`config.mk`:
```
export PLATFORM = sky130hd
export DESIGN_NAME = ctl_sequencer
export DESIGN_NICKNAME = d
export VERILOG_FILES = /design/src/rtl/ctl_seq_pkg.sv /design/src/rtl/seq_step_ring.sv /design/src/rtl/seq_step_decode.sv /design/src/rtl/ctl_sequencer.sv
export SDC_FILE = /design/constraint.sdc
export NUM_CORES = 1
export LEC_CHECK = 0
export ABC_AREA = 1
export BUFFER_PORTS_ARGS = -buffer_cell sky130_fd_sc_hd__buf_2
export CAP_MARGIN = 15
export CORE_AREA = 2 2 39 41
export CTS_CLUSTER_DIAMETER = 100
export DETAILED_ROUTE_END_ITERATION = 7
export DIE_AREA = 0 0 41 43
export GPL_ROUTABILITY_DRIVEN = 0
export GPL_TIMING_DRIVEN = 0
export HOLD_SLACK_MARGIN = 0.03
export MAX_ROUTING_LAYER = met4
export PLACE_DENSITY_LB_ADDON = 0.15
export SETUP_SLACK_MARGIN = 0.2
export SLEW_MARGIN = 25
export SYNTH_ARGS = -nofsm -noshare
export SYNTH_HDL_FRONTEND = slang
export SYNTH_SLANG_ARGS = --single-unit
export TNS_END_PERCENT = 100
```
`constraint.sdc`:
```
create_clock -name clk -period 1.02 [get_ports clk]
set_clock_uncertainty 0.1 [all_clocks]
set_input_delay 0.204 -clock clk [delete_from_list [all_inputs] [get_ports clk]]
set_output_delay 0.204 -clock clk [all_outputs]
set_load 0.1 [all_outputs]
```
`src/rtl/ctl_seq_pkg.sv`:
```
`timescale 1ns/1ps
package ctl_seq_pkg;
  localparam int unsigned OP_W  = 4;
  localparam int unsigned SEL_W = 3;
  localparam int unsigned ALU_W = 4;
  localparam int unsigned BUS_W = 2 * SEL_W;

  // opcodes recognised by the decode map
  localparam logic [OP_W-1:0] OP_ADD  = 4'd3;
  localparam logic [OP_W-1:0] OP_SUBT = 4'd4;

  // unit addresses on the shared bus
  localparam logic [SEL_W-1:0] UNIT_MEM   = 3'd0;
  localparam logic [SEL_W-1:0] UNIT_MADDR = 3'd1;
  localparam logic [SEL_W-1:0] UNIT_MBUF  = 3'd3;
  localparam logic [SEL_W-1:0] UNIT_INSTR = 3'd7;

  // bit positions in the one-hot ALU command
  localparam int unsigned ALU_BIT_ADD = 0;
  localparam int unsigned ALU_BIT_SUB = 1;

  typedef struct packed {
    logic [SEL_W-1:0] dst;
    logic [SEL_W-1:0] src;
  } bus_word_t;
endpackage

```
`src/rtl/seq_step_ring.sv`:
```
`timescale 1ns/1ps
module seq_step_ring #(
  parameter int unsigned STEPS = 8
) (
  input  logic             clk,
  input  logic             rst,
  input  logic             clr,
  output logic [STEPS-1:0] step
);
  logic [STEPS-1:0] step_nxt;

  // one-hot ring: clear forces bit 0, otherwise rotate left
  genvar gi;
  generate
    for (gi = 0; gi < STEPS; gi++) begin : g_bit
      if (gi == 0) begin : g_first
        assign step_nxt[gi] = clr | step[STEPS-1];
      end else begin : g_rest
        assign step_nxt[gi] = ~clr & step[gi-1];
      end
    end
  endgenerate

  always_ff @(posedge clk) begin
    if (rst) begin
      step <= {{(STEPS-1){1'b0}}, 1'b1};
    end else begin
      step <= step_nxt;
    end
  end
endmodule

```
`src/rtl/seq_step_decode.sv`:
```
`timescale 1ns/1ps
module seq_step_decode
  import ctl_seq_pkg::*;
#(
  parameter int unsigned STEPS = 8
) (
  input  logic [OP_W-1:0]  op,
  input  logic [STEPS-1:0] step,
  output logic [BUS_W-1:0] bus_sel,
  output logic [ALU_W-1:0] alu_sel,
  output logic             clr
);
  localparam int unsigned USED_STEPS = 4;

  bus_word_t bw;
  logic      late_step;

  assign late_step = |step[STEPS-1:USED_STEPS];

  always_comb begin
    bw      = '0;
    alu_sel = '0;
    clr     = 1'b0;
    unique case (op)
      OP_ADD, OP_SUBT: begin
        if (step[0]) begin
          bw.src = UNIT_INSTR;
          bw.dst = UNIT_MADDR;
        end
        if (step[1]) begin
          bw.src = UNIT_MEM;
          bw.dst = UNIT_MBUF;
        end
        if (step[2]) begin
          if (op == OP_SUBT) alu_sel[ALU_BIT_SUB] = 1'b1;
          else               alu_sel[ALU_BIT_ADD] = 1'b1;
        end
        // final step, or a step the map never reaches: retire
        if (step[3] || late_step) clr = 1'b1;
      end
      default: begin
        clr = 1'b1;
      end
    endcase
  end

  assign bus_sel = bw;
endmodule

```
`src/rtl/ctl_sequencer.sv`:
```
`timescale 1ns/1ps
module ctl_sequencer
  import ctl_seq_pkg::*;
#(
  parameter int unsigned STEPS = 8
) (
  input  logic                 clk,
  input  logic                 rst,
  input  logic [OP_W-1:0]      op_code,
  output logic [STEPS-1:0]     t_step,
  output logic [BUS_W-1:0]     bus_ctl,
  output logic [ALU_W-1:0]     alu_ctl,
  output logic                 cnt_clr
);
  logic [STEPS-1:0] step_q;
  logic             clr_c;

  seq_step_ring #(.STEPS(STEPS)) u_ring (
    .clk  (clk),
    .rst  (rst),
    .clr  (clr_c),
    .step (step_q)
  );

  seq_step_decode #(.STEPS(STEPS)) u_dec (
    .op      (op_code),
    .step    (step_q),
    .bus_sel (bus_ctl),
    .alu_sel (alu_ctl),
    .clr     (clr_c)
  );

  assign t_step  = step_q;
  assign cnt_clr = clr_c;
endmodule

```
# == Yosys cells after proc, flatten, opt, wreduce, memory -nomap -nowiden ==
# Index checks and enable logic that the tools add are counted.
# op_classes
mux,9
bitwise,9
n_eq_ne,2
reduce_logical,3
# op_table
op,n
bitwise AND 1 bit,7
two-way mux 6 bit,1
two-way mux 5 bit,1
"equality test 4 x 2 -> 1 bit, second input constant",1
"equality test 4 x 3 -> 1 bit, second input constant",1
two-way mux 1 bit,4
two-way mux 2 bit,2
two-way mux 4 bit,1
OR reduction 4 bit,1
OR reduction 2 bit,1
logical OR 1 bit,1
NOT 1 bit,1
OR 1 bit,1
# word_totals
out_inout_bits,19
inputBits,6
wordCells,24
reg_bits,8

# == Longest topological paths before layout ==
# depth
ltp_word,6
ltp_mapped,7
ltp_nobuf,6

# == Modules after synthesis ==
# A second synthesis with hierarchy kept.
# hier_totals
cells_unflattened,57
area_unflattened_um2,381.6
# modules_own_cells
mod,area_each_um2,n_inst,seq_area_each_um2,cells_each
seq_step_ring,239.0,1,160.2,27
seq_step_decode,142.6,1,0.0,30

# == Least setup slack after synthesis ==
# OpenSTA, ideal clock, no wires.
# synth_timing
kind,reg2out
start,register u_ring.step[0]
end,output port bus_ctl[1]
path_slack_ns,-2.194
arrival_ns,2.910
path_buffers,1
t_required_ns,0.716
stages_incl_launch_ff,4
path_cell_list,dfxtp_1 nand2_2 nor2_1 buf_4
# synth_between
elab_chain_len,3
# synth_rtl
item,line,source
start: declaration,seq_step_ring.sv:8,output logic [STEPS-1:0] step
start signal: assignment,seq_step_ring.sv:26,"step <= {{(STEPS-1){1'b0}}, 1'b1};"
start signal: assignment,seq_step_ring.sv:28,step <= step_nxt;
two-way mux 4 bit,seq_step_decode.sv:26,if (step[0]) begin
two-way mux 5 bit,seq_step_decode.sv:30,if (step[1]) begin
two-way mux 6 bit,seq_step_decode.sv:24,unique case (op)
end: declaration,ctl_sequencer.sv:11,"output logic [BUS_W-1:0] bus_ctl,"
# No other way between the ends.

# == Worst setup path in the final report ==
# Same ends and word-level chain as after synthesis.

==> flow_summary.ini <==
[logic_synthesis]
muxShareOfSynthArea = 0
avgSynthCellArea_sq_um = 7.674
synth.distinct_cells = 11
synth.largest_area_cell = dfxtp_1
synth-adder-area-share = 0
ys_seq_elements = 8
yosys-top-cells-area = dfxtp_1, nor2_1, buf_4, inv_1, nand2_2
synthMostInstantiatedCell = nor2_1
synth_xor_area_frac = 0
synthFlopType = dfxtp_1
async_reset_ff_frac = 0
yosys.area_share.simple = 0.3406
synth_compound_area_frac = 0
synth_top_cells_by_count = nor2_1, dfxtp_1, inv_1
yosysWarningCount = 0
synth_edf_count = 0
yosysTopAreaCellShare = 0.4638
ys_seq_area_frac = 0.4638
synthCells = 45
synth_top_family_by_area = simple AND/OR/NAND/NOR gates
synth_area_sq_um = 345.3

[cells_and_area]
antennaDiodeCount = 0
top_register = u_ring.step
reg_top3 = u_ring.step: 8 flops
largest_reg_flops = 8
drive_gt1_frac = 0.8090
synthToLayoutAreaGrowth_pct = 209.4
final_area_sq_mm = 0.001069
num-nets-final = 97

[timing]
fmax_ghz = 0.6922
fin_crit_sh = 1.416
fin_setup_tns_ns = -3.934
finalHoldViolations = 0
maxSlewViolCount = 0
grt_setup_unrepaired = yes
min_period_ns = 1.445
setup_ws_ns = -0.4246
holdWs_ns = 0.08018
setup_violations = 16

[global_routing]
antenna_found_initial = 0
overflow = 0
grt_pass1_wl_um = 1538
grt_max_degree = 5
grt_usage = 0.1365
grt_pass1_vias = 402

[floorplan]
core-area_sq_mm = 0.001384
die_w_um = 41
initial_core_util = 0.2495
rows = 14
die_h_um = 43
ioPinCount = 25
die_area_sq_mm = 0.001763

[critical_path]
worstSetupStartpointType = flop
crit_type = flop to output port
crit_chain = nand2_4, nor2_4, buf_12, buf_12
slowest_delay_ns = 0.35
worstPathArrival_ns = 1.14
cpMaxStageDelayCell = dfxtp_4
cpMostUsedCell = buf_12
worst-path-max-fanout = 3
critPathCaptureType = output port
cp.required_ns = 0.72

[power]
p_comb_frac = 0.407
cellLeakagePower_uw = 0.0004610
power.internal_uw = 588.2
powerDensity_mw_per_mm2 = 876.9
switching_share = 0.3723
power.total_uw = 936.9
seqPwrFrac = 0.341
vdd_drop_max_uv = 739.5
switchingPower_uw = 348.8
pwr-share-clk = 0.252

[cts]
path_clk_slew_ns = 0.05
cts_buffers = 3
cts_num_sinks = 8
tritoncts = done
cts_root_buffer = clkbuf_4
htree_levels = 1
clkLatencyLatePin_ns = 0.25
clockBufferDepth = 2

[route]
dr.pass1.iters = 3
drtIter0Drc = 2
wire_per_inst_um = 9.676
finalWirelength_um = 1016
vias = 420
post_drt_via_cell_ratio = 4.000
antenna_left = 0
route.detailed.drc = 0

[place]
pre_cts_ws_ns = -0.7515
portBuffers = 21
placement.cell_area_sq_um = 609.3

[run_status]
violations = negative setup slack
status = finished, violations left

[worst_hold_path]
worstHoldPathType = primary input to flop

[flow_run]
drv_cap = 0
[metrics by stage]
stage               cells  utilization
CTS                    99       0.7061
detailed placement     88       0.4403
global placement       88       0.4403
global route          105       0.7722
floorplan              51            -
finish                105       0.7722
[layer usage]
layer | GRT usage | wire length [um] | vias to the layer above
met5 | - | 0 | -
li1 | - | - | 215
met3 | 0.04712 | 41 | 0
met2 | 0.2031 | 594 | 14
met1 | 0.1503 | 380 | 191
met4 | 0.08000 | 0 | 0
[final timing paths]
check | startpoint | endpoint | slack (ns) | depth (start not counted)
setup / recovery | u_ring.step[0]$_SDFF_PP1_ | bus_ctl[1] | -0.42 | 4
hold / removal | rst | u_ring.step[0]$_SDFF_PP1_ | 0.08 | 3
setup reg to reg | u_ring.step[5]$_SDFF_PP0_ | u_ring.step[0]$_SDFF_PP1_ | 0.09 | 4
hold reg to reg | u_ring.step[2]$_SDFF_PP0_ | u_ring.step[3]$_SDFF_PP0_ | 0.40 | 2
[what timing repair did]
action                                  CTS  global route
hold buffers                              0             0
endpoints found under the setup margin   20            20
setup buffers                             8             6
resized for setup                        72            12
pin swaps                                10             8
[critical path: cells and delay by family (launching register included)]
family                 cells  cell delay, ns
AND/OR/NAND/NOR            2            0.25
buffers and inverters      2            0.29
flip-flops                 1            0.35
[cell type report]
| type | count | area (sq um) |
|---|---|---|
| plain buffers | 5 | 62.56 |
| clock buffers | 3 | 22.52 |
| fillers | 83 | 315.3 |
| inverters | 7 | 35.03 |
| multi-input cells | 31 | 237.7 |
| flip-flops and latches | 8 | 190.2 |
| well taps | 16 | 20.02 |
| repair buffers | 35 | 500.5 |
[cells in the final DEF (no fill, tap or decap), drive strengths merged]
cell / n
buf: 40
nand2: 8
dfxtp: 8
clkinvlp: 1
conb: 7
clkbuf: 3
nand4: 2
nor2: 12
nand3: 2
inv: 6
[power groups by stage]
stage	Combinational (uW)	Sequential (uW)	Clock [uW]
floorplan	169	386	0
global placement	261	322	0
detailed placement	263	322	0
CTS	354	321	251
global route	396	320	267
finish	382	319	236
[logic make-up (layout without fill, tap and decap cells)]
kind of cell / Yosys count / after routing
DFF: 8 / 8
buffers and inverters: 12 / 50
other: 1 / 7
and+or+nand+nor: 24 / 24
Note: power is estimated with default switching activity, not from simulation.
